$ cat config.mk
export PLATFORM = sky130hd
export DESIGN_NAME = owi_tick_divider
export DESIGN_NICKNAME = d
export VERILOG_FILES = /design/src/rtl/owi_div_pkg.sv /design/src/rtl/owi_div_cfg_reg.sv /design/src/rtl/owi_div_prescaler.sv /design/src/rtl/owi_div_pow2.sv /design/src/rtl/owi_tick_divider.sv
export SDC_FILE = /design/constraint.sdc
export NUM_CORES = 1
export LEC_CHECK = 0
export ABC_AREA = 1
export ABC_CLOCK_PERIOD_IN_PS = 2500
export CORE_UTILIZATION = 45
export DETAILED_ROUTE_END_ITERATION = 12
export PLACE_DENSITY = 0.74
export RECOVER_POWER = 100
export REMOVE_ABC_BUFFERS = 1
export SETUP_SLACK_MARGIN = 0.1
export SYNTH_ARGS = -nofsm -noshare
export SYNTH_HDL_FRONTEND = slang
export SYNTH_SLANG_ARGS = --single-unit
export TNS_END_PERCENT = 50
$ cat constraint.sdc
create_clock -name clk -period 2.5 [get_ports clk]
set_input_delay 0.25 -clock clk [delete_from_list [all_inputs] [get_ports clk]]
set_output_delay 0.25 -clock clk [all_outputs]
set_load 0.05 [all_outputs]
$ cat src/rtl/owi_div_pkg.sv
`timescale 1ns/1ps
package owi_div_pkg;
    localparam int REG_W  = 8;
    localparam int PRE_W  = 2;
    localparam int EXP_W  = 3;
    localparam int EN_POS = 7;
    // bits kept by a write: enable, exponent, prescale select
    localparam logic [REG_W-1:0] KEEP_MASK = 8'h9F;

    typedef struct packed {
        logic             en;
        logic [EXP_W-1:0] exp;
        logic [PRE_W-1:0] pre;
    } div_cfg_t;

    function automatic div_cfg_t decode_cfg(input logic [REG_W-1:0] raw);
        div_cfg_t c;
        c.en  = raw[EN_POS];
        c.exp = raw[PRE_W+EXP_W-1:PRE_W];
        c.pre = raw[PRE_W-1:0];
        return c;
    endfunction
endpackage

$ cat src/rtl/owi_div_cfg_reg.sv
`timescale 1ns/1ps
module owi_div_cfg_reg
    import owi_div_pkg::*;
#(
    parameter int ADDR_W   = 3,
    parameter int REG_ADDR = 4
) (
    input  logic              clk,
    input  logic              rst_n,
    input  logic              wr_en,
    input  logic [ADDR_W-1:0] addr,
    input  logic [REG_W-1:0]  wdata,
    output logic [REG_W-1:0]  cfg_q,
    output logic              hit
);
    typedef struct packed {
        logic [REG_W-1:0] cfg;
    } reg_state_t;

    reg_state_t st_d, st_q;

    always_comb begin
        st_d = st_q;
        hit  = wr_en && (addr == ADDR_W'(REG_ADDR));
        if (hit) begin
            st_d.cfg = wdata & KEEP_MASK;
        end
    end

    always_ff @(posedge clk) begin
        if (!rst_n) begin
            st_q <= '0;
        end else begin
            st_q <= st_d;
        end
    end

    assign cfg_q = st_q.cfg;

    // foreign-address write leaves the register unchanged
    a_r3_foreign_write_ignored: assert property (@(posedge clk) disable iff (!rst_n)
        (!wr_en || addr != ADDR_W'(REG_ADDR)) |=> cfg_q == $past(cfg_q));

    // accepted write lands with reserved bits dropped
    a_r2_write_stored: assert property (@(posedge clk) disable iff (!rst_n)
        (wr_en && addr == ADDR_W'(REG_ADDR)) |=> cfg_q == ($past(wdata) & KEEP_MASK));
endmodule

$ cat src/rtl/owi_div_prescaler.sv
`timescale 1ns/1ps
module owi_div_prescaler #(
    parameter int PRE_W = 2,
    localparam int CNT_W = PRE_W + 1
) (
    input  logic             clk,
    input  logic             rst_n,
    input  logic             clear,
    input  logic             run,
    input  logic [PRE_W-1:0] sel,
    output logic             wrap
);
    typedef struct packed {
        logic [CNT_W-1:0] cnt;
    } pre_state_t;

    pre_state_t       st_d, st_q;
    logic [CNT_W-1:0] last;

    always_comb begin
        // odd factor 2*sel+1, so the terminal count is 2*sel
        last = {sel, 1'b0};
        wrap = run && (st_q.cnt == last);
        st_d = st_q;
        if (clear || !run) begin
            st_d.cnt = '0;
        end else if (wrap) begin
            st_d.cnt = '0;
        end else begin
            st_d.cnt = st_q.cnt + 1'b1;
        end
    end

    always_ff @(posedge clk) begin
        if (!rst_n) begin
            st_q <= '0;
        end else begin
            st_q <= st_d;
        end
    end

    // count never passes the selected terminal value
    a_r5_pre_in_range: assert property (@(posedge clk) disable iff (!rst_n)
        st_q.cnt <= {sel, 1'b0});

    // write restarts the prescale stage
    a_r8_pre_cleared: assert property (@(posedge clk) disable iff (!rst_n)
        clear |=> st_q.cnt == '0);
endmodule

$ cat src/rtl/owi_div_pow2.sv
`timescale 1ns/1ps
module owi_div_pow2 #(
    parameter int EXP_W = 3,
    localparam int CNT_W = (1 << EXP_W) - 1
) (
    input  logic             clk,
    input  logic             rst_n,
    input  logic             clear,
    input  logic             run,
    input  logic             step,
    input  logic [EXP_W-1:0] exp,
    output logic             tick
);
    typedef struct packed {
        logic [CNT_W-1:0] cnt;
    } pow_state_t;

    pow_state_t       st_d, st_q;
    logic [CNT_W-1:0] mask;

    always_comb begin
        mask = CNT_W'(({{CNT_W{1'b0}}, 1'b1} << exp) - 1'b1);
        tick = step && (st_q.cnt == mask);
        st_d = st_q;
        if (clear || !run) begin
            st_d.cnt = '0;
        end else if (step) begin
            st_d.cnt = tick ? '0 : st_q.cnt + 1'b1;
        end
    end

    always_ff @(posedge clk) begin
        if (!rst_n) begin
            st_q <= '0;
        end else begin
            st_q <= st_d;
        end
    end

    // binary stage stays below 2^n
    a_r6_pow_in_range: assert property (@(posedge clk) disable iff (!rst_n)
        st_q.cnt <= mask);

    // write restarts the binary stage
    a_r8_pow_cleared: assert property (@(posedge clk) disable iff (!rst_n)
        clear |=> st_q.cnt == '0);
endmodule

$ cat src/rtl/owi_tick_divider.sv
`timescale 1ns/1ps
module owi_tick_divider
    import owi_div_pkg::*;
#(
    parameter int ADDR_W   = 3,
    parameter int REG_ADDR = 4
) (
    input  logic              clk,
    input  logic              rst_n,
    input  logic              reg_wr_en,
    input  logic [ADDR_W-1:0] reg_addr,
    input  logic [7:0]        reg_wdata,
    output logic [7:0]        reg_rdata,
    output logic              tick_o
);
    logic [REG_W-1:0] cfg_raw;
    logic             cfg_hit;
    div_cfg_t         cfg;
    logic             pre_wrap;
    int unsigned      ratio_now;

    owi_div_cfg_reg #(
        .ADDR_W  (ADDR_W),
        .REG_ADDR(REG_ADDR)
    ) i_cfg (
        .clk  (clk),
        .rst_n(rst_n),
        .wr_en(reg_wr_en),
        .addr (reg_addr),
        .wdata(reg_wdata),
        .cfg_q(cfg_raw),
        .hit  (cfg_hit)
    );

    always_comb begin
        cfg       = decode_cfg(cfg_raw);
        ratio_now = (2 * int'(cfg.pre) + 1) << cfg.exp;
    end

    owi_div_prescaler #(
        .PRE_W(PRE_W)
    ) i_pre (
        .clk  (clk),
        .rst_n(rst_n),
        .clear(cfg_hit),
        .run  (cfg.en),
        .sel  (cfg.pre),
        .wrap (pre_wrap)
    );

    owi_div_pow2 #(
        .EXP_W(EXP_W)
    ) i_pow (
        .clk  (clk),
        .rst_n(rst_n),
        .clear(cfg_hit),
        .run  (cfg.en),
        .step (pre_wrap),
        .exp  (cfg.exp),
        .tick (tick_o)
    );

    assign reg_rdata = cfg_raw;

    // first cycle out of reset is idle
    a_r1_reset_idle: assert property (@(posedge clk) disable iff (!rst_n)
        !$past(rst_n) |-> (reg_rdata == 8'h00 && !tick_o));

    // reserved bits read as zero
    a_r2_reserved_zero: assert property (@(posedge clk) disable iff (!rst_n)
        reg_rdata[6:5] == 2'b00);

    // no tick without enable
    a_r4_tick_needs_en: assert property (@(posedge clk) disable iff (!rst_n)
        tick_o |-> reg_rdata[EN_POS]);

    // tick lasts one cycle when the ratio exceeds one
    a_r7_tick_single: assert property (@(posedge clk) disable iff (!rst_n)
        (tick_o && !cfg_hit && ratio_now > 1) |=> !tick_o);
endmodule

==> run summary <==
The flow ran to the end, and the final reports show no timing, DRC or antenna violations. Data arrives at the worst endpoint at 1.76 ns. The type of the tightest min-delay check was reg2reg. By area the synthesized netlist is led by dfxtp_1 (34%), nand2_1 (15%), inv_1 (7.1%).

The max-cap check violation count was 0. Synthesis inferred 16 register bits. The count of final hold-check violations was 0; the post-synthesis cell type count was 24. The main flop type after synthesis is dfxtp_1.

The floorplan step defined a die boundary enclosing 2290 sq um. For this design, the sink count on the clock tree is 16. The run gives 702 as the number of global-route vias before repair. The maximum fanout along the worst path was 10.

Yosys mapped a number of flops with a built-in enable equal to 0. Synthesis produced 142 cells. On the final layout, the worst hold slack is 0.452 ns. The iteration count of the initial detailed-routing pass came out at 4. At the end of routability-driven placement, the weighted congestion stood at 0.737.

The analysis attributes to cell leakage a power of 0.528 nW. For this design the total switching power over the nets is 0.118 mW. The worst setup path is of the reg2out kind. The summed negative setup slack over all endpoints is 0 ns. In this run the horizontal extent of the chip is 47.8 um. The longest clock path from root to sink contains 2 buffers.

In this run the clock root is driven by a clkbuf_4. The total global-route track usage was 17.8%. After clock tree synthesis, the clock-pin slew on the worst setup and hold paths is 0.09 ns. Largest area contributor in the synthesized netlist: dfxtp_1. The count of pins over their slew limit is 0, and the post-route minimum period is 2.01 ns. The run gives 18 as the detailed router's first-iteration violation count.

In the final routed layout, each cell accounts on average for 9.76 um. The antenna diode instance count is 0. After the last flow step, the layout net total stands at 179.

Of the total power, the share spent switching nets is 25.8%. The total of endpoints with negative setup slack in the final report was 0. The via-per-instance ratio was 4.64; the worst voltage drop across the vdd grid was 228 uV. Registers are responsible for 57.3% of the overall power. The clock insertion delay at the later pin of the skew report was 0.28 ns. Walking the worst path, the cells encountered are inv_2 -> nand2_2 -> nand3_4 -> nor2_2 -> nand2_2 -> nor2_2 -> nand2_2 -> inv_1 -> buf_4.

The clock arrives with 0.00446 ns of skew. The startpoint class of the critical path is a register. The buffers inserted during post-CTS setup optimization is 0, and the cell area power density is 404 nW/um^2. The actual transition at the worst max-transition pin was 0.506 ns; the fraction of registers with async set or reset after synthesis was 0%. The total number of placement rows is 16, and the post-detailed-route count of antenna-violating nets is 0. Setup repair after global routing left no endpoint under its margin.

For the worst setup path, the data required time is 2.25 ns. TritonCTS built the clock tree. A synthesized cell averages 6.66 sq um.

In this design, the critical path's most frequently occurring cell is nand2_2. Measured against its own limit, the worst slew margin works out to 66.1%. STA classifies the critical path endpoint as an output port. During synthesis, Yosys emitted a total of 0 warnings.

Pin placement for this block handled 23 I/O pins. The tools report the vias after detailed routing as 873. The number of hold buffers added after CTS was 0.

The run gives 0 as the number of antenna violations at the first check in global routing. For this run, the share of the core covered by cells in the final layout is 57.8%. In the post-synthesis netlist, the cell with the most instances is nand2_1.

The largest individual stage delay along the critical path comes from the cell dfxtp_1. The core region is 1960 sq um. Share of the synthesized area in the top cell type: 33.9%. For the number of remaining DRC errors, the log shows 0. The run gives 3 as the number of CTS-inserted buffers.

Summed over all layers, the routed wires come to 1840 um. The starting density of the core was 48.2%. Combinational logic is responsible for 13.6% of the overall power. The synthesized netlist occupies a cell area of 946 sq um. The first global-routing pass estimated 2790 um of wire. Of the total power, the clock network draws 29.1%. The run gives 1 as the H-tree depth. After layout, the worst path uses 80.3% of the clock period. Once detailed placement completed, the half-perimeter wirelength came to 1410 um. The post-cts gate resize count is 0, and the number of I/O port buffers is 18.

The largest incremental delay on the critical path is 0.39 ns, and the overall die height is 47.8 um. The post-synthesis to final-layout area growth was 20.0%. The sequential element share of the synthesized area was 33.9%. Timing would allow up to 0.498 GHz.

The internal power consumption is 0.340 mW, and the share of post-route cells with drive strength above 1 is 11.8%. The largest net degree at the start of global routing is 11. For the global route total overflow, the log shows 0. The tools report the power after layout as 0.458 mW. In the synthesized netlist, the cells that appear most often are nand2_1 (38), inv_1 (18), dfxtp_1 (16), nor2_1 (15), nand3_1 (11).
[worst paths after layout]
check	from	to	slack (ns)	cells past startpoint
hold / removal	i_pre.st_q[0]	i_pre.st_q[0]	0.45	1
hold reg to reg	i_pre.st_q[0]	i_pre.st_q[0]	0.45	1
setup reg to reg	i_pre.st_q[2]	i_pow.st_q[5]	0.88	9
setup / recovery	i_pre.st_q[2]	tick_o	0.49	9
[registers in the layout (all words and copies together), names as in the netlist]
register	flops
i_pre.st_q	3
i_cfg.cfg_q	6
i_pow.st_q	7
[layer usage]
metal | track usage, % | wire length, um
met1 | 24.2 | 925
met2 | 24.9 | 751
met3 | 4.91 | 136
met4 | 10.6 | 22
met5 | 0 | 0
[layout make-up]
| type | count | area [sq um] |
|---|---|---|
| well taps | 27 | 33.8 |
| inverters | 24 | 90.1 |
| flip-flops and latches | 16 | 320 |
| fillers | 199 | 827 |
| multi-input cells | 100 | 490 |
| repair buffers | 18 | 178 |
| clock buffers | 3 | 22.5 |
[cell families (layout without fill, tap and decap cells)]
kind of cell,after synthesis,in the layout,share of synthesized area [%]
buffers and inverters,27,45,11.9
other,1,2,0.396
and+or+nand+nor,82,82,42.6
adders and majority gates,2,2,2.65
DFF,16,16,33.9
xor gates and xnor gates,3,3,2.78
AOI/OAI and AO/OA,11,11,5.82
[critical path: cells and delay by family, from the launching register on]
kind,cells,cell delay [ns]
buffers and inverters,3,0.29
flip-flops,1,0.39
AND/OR/NAND/NOR,6,0.79
[cells in the final DEF (no fill, tap or decap), drive strengths merged, types with 3 or more instances in the layout]
cell / Yosys / routed
o21ai: 8 / 8
dlygate4sd3: 0 / 7
a21oi: 3 / 3
clkdlybuf4s50: 0 / 10
nand3: 13 / 13
nand2: 43 / 43
dfxtp: 16 / 16
nor2: 22 / 22
inv: 23 / 22
clkbuf: 0 / 3
[power groups by stage]
stage / Combinational (mW) / Clock (mW) / Sequential (mW)
4_1_cts: 0.0666 / 0.141 / 0.263
3_5_place_dp: 0.0661 / 0 / 0.269
6_report: 0.0623 / 0.133 / 0.263
2_1_floorplan: 0.0274 / 0 / 0.279
3_3_place_gp: 0.0656 / 0 / 0.269
5_1_grt: 0.0673 / 0.153 / 0.264
[stage by stage]
step / cell area (sq um) / instances / setup WS (ns)
6_report: 1130 / 188 / 0.492
5_1_grt: 1130 / 188 / 0.308
4_1_cts: 1160 / 188 / 0.577
3_5_place_dp: 1140 / 185 / 0.894
3_3_place_gp: 1140 / 185 / 0.895
2_1_floorplan: 927 / 140 / 0.603
No activity file was read; power rests on OpenSTA's default activity.
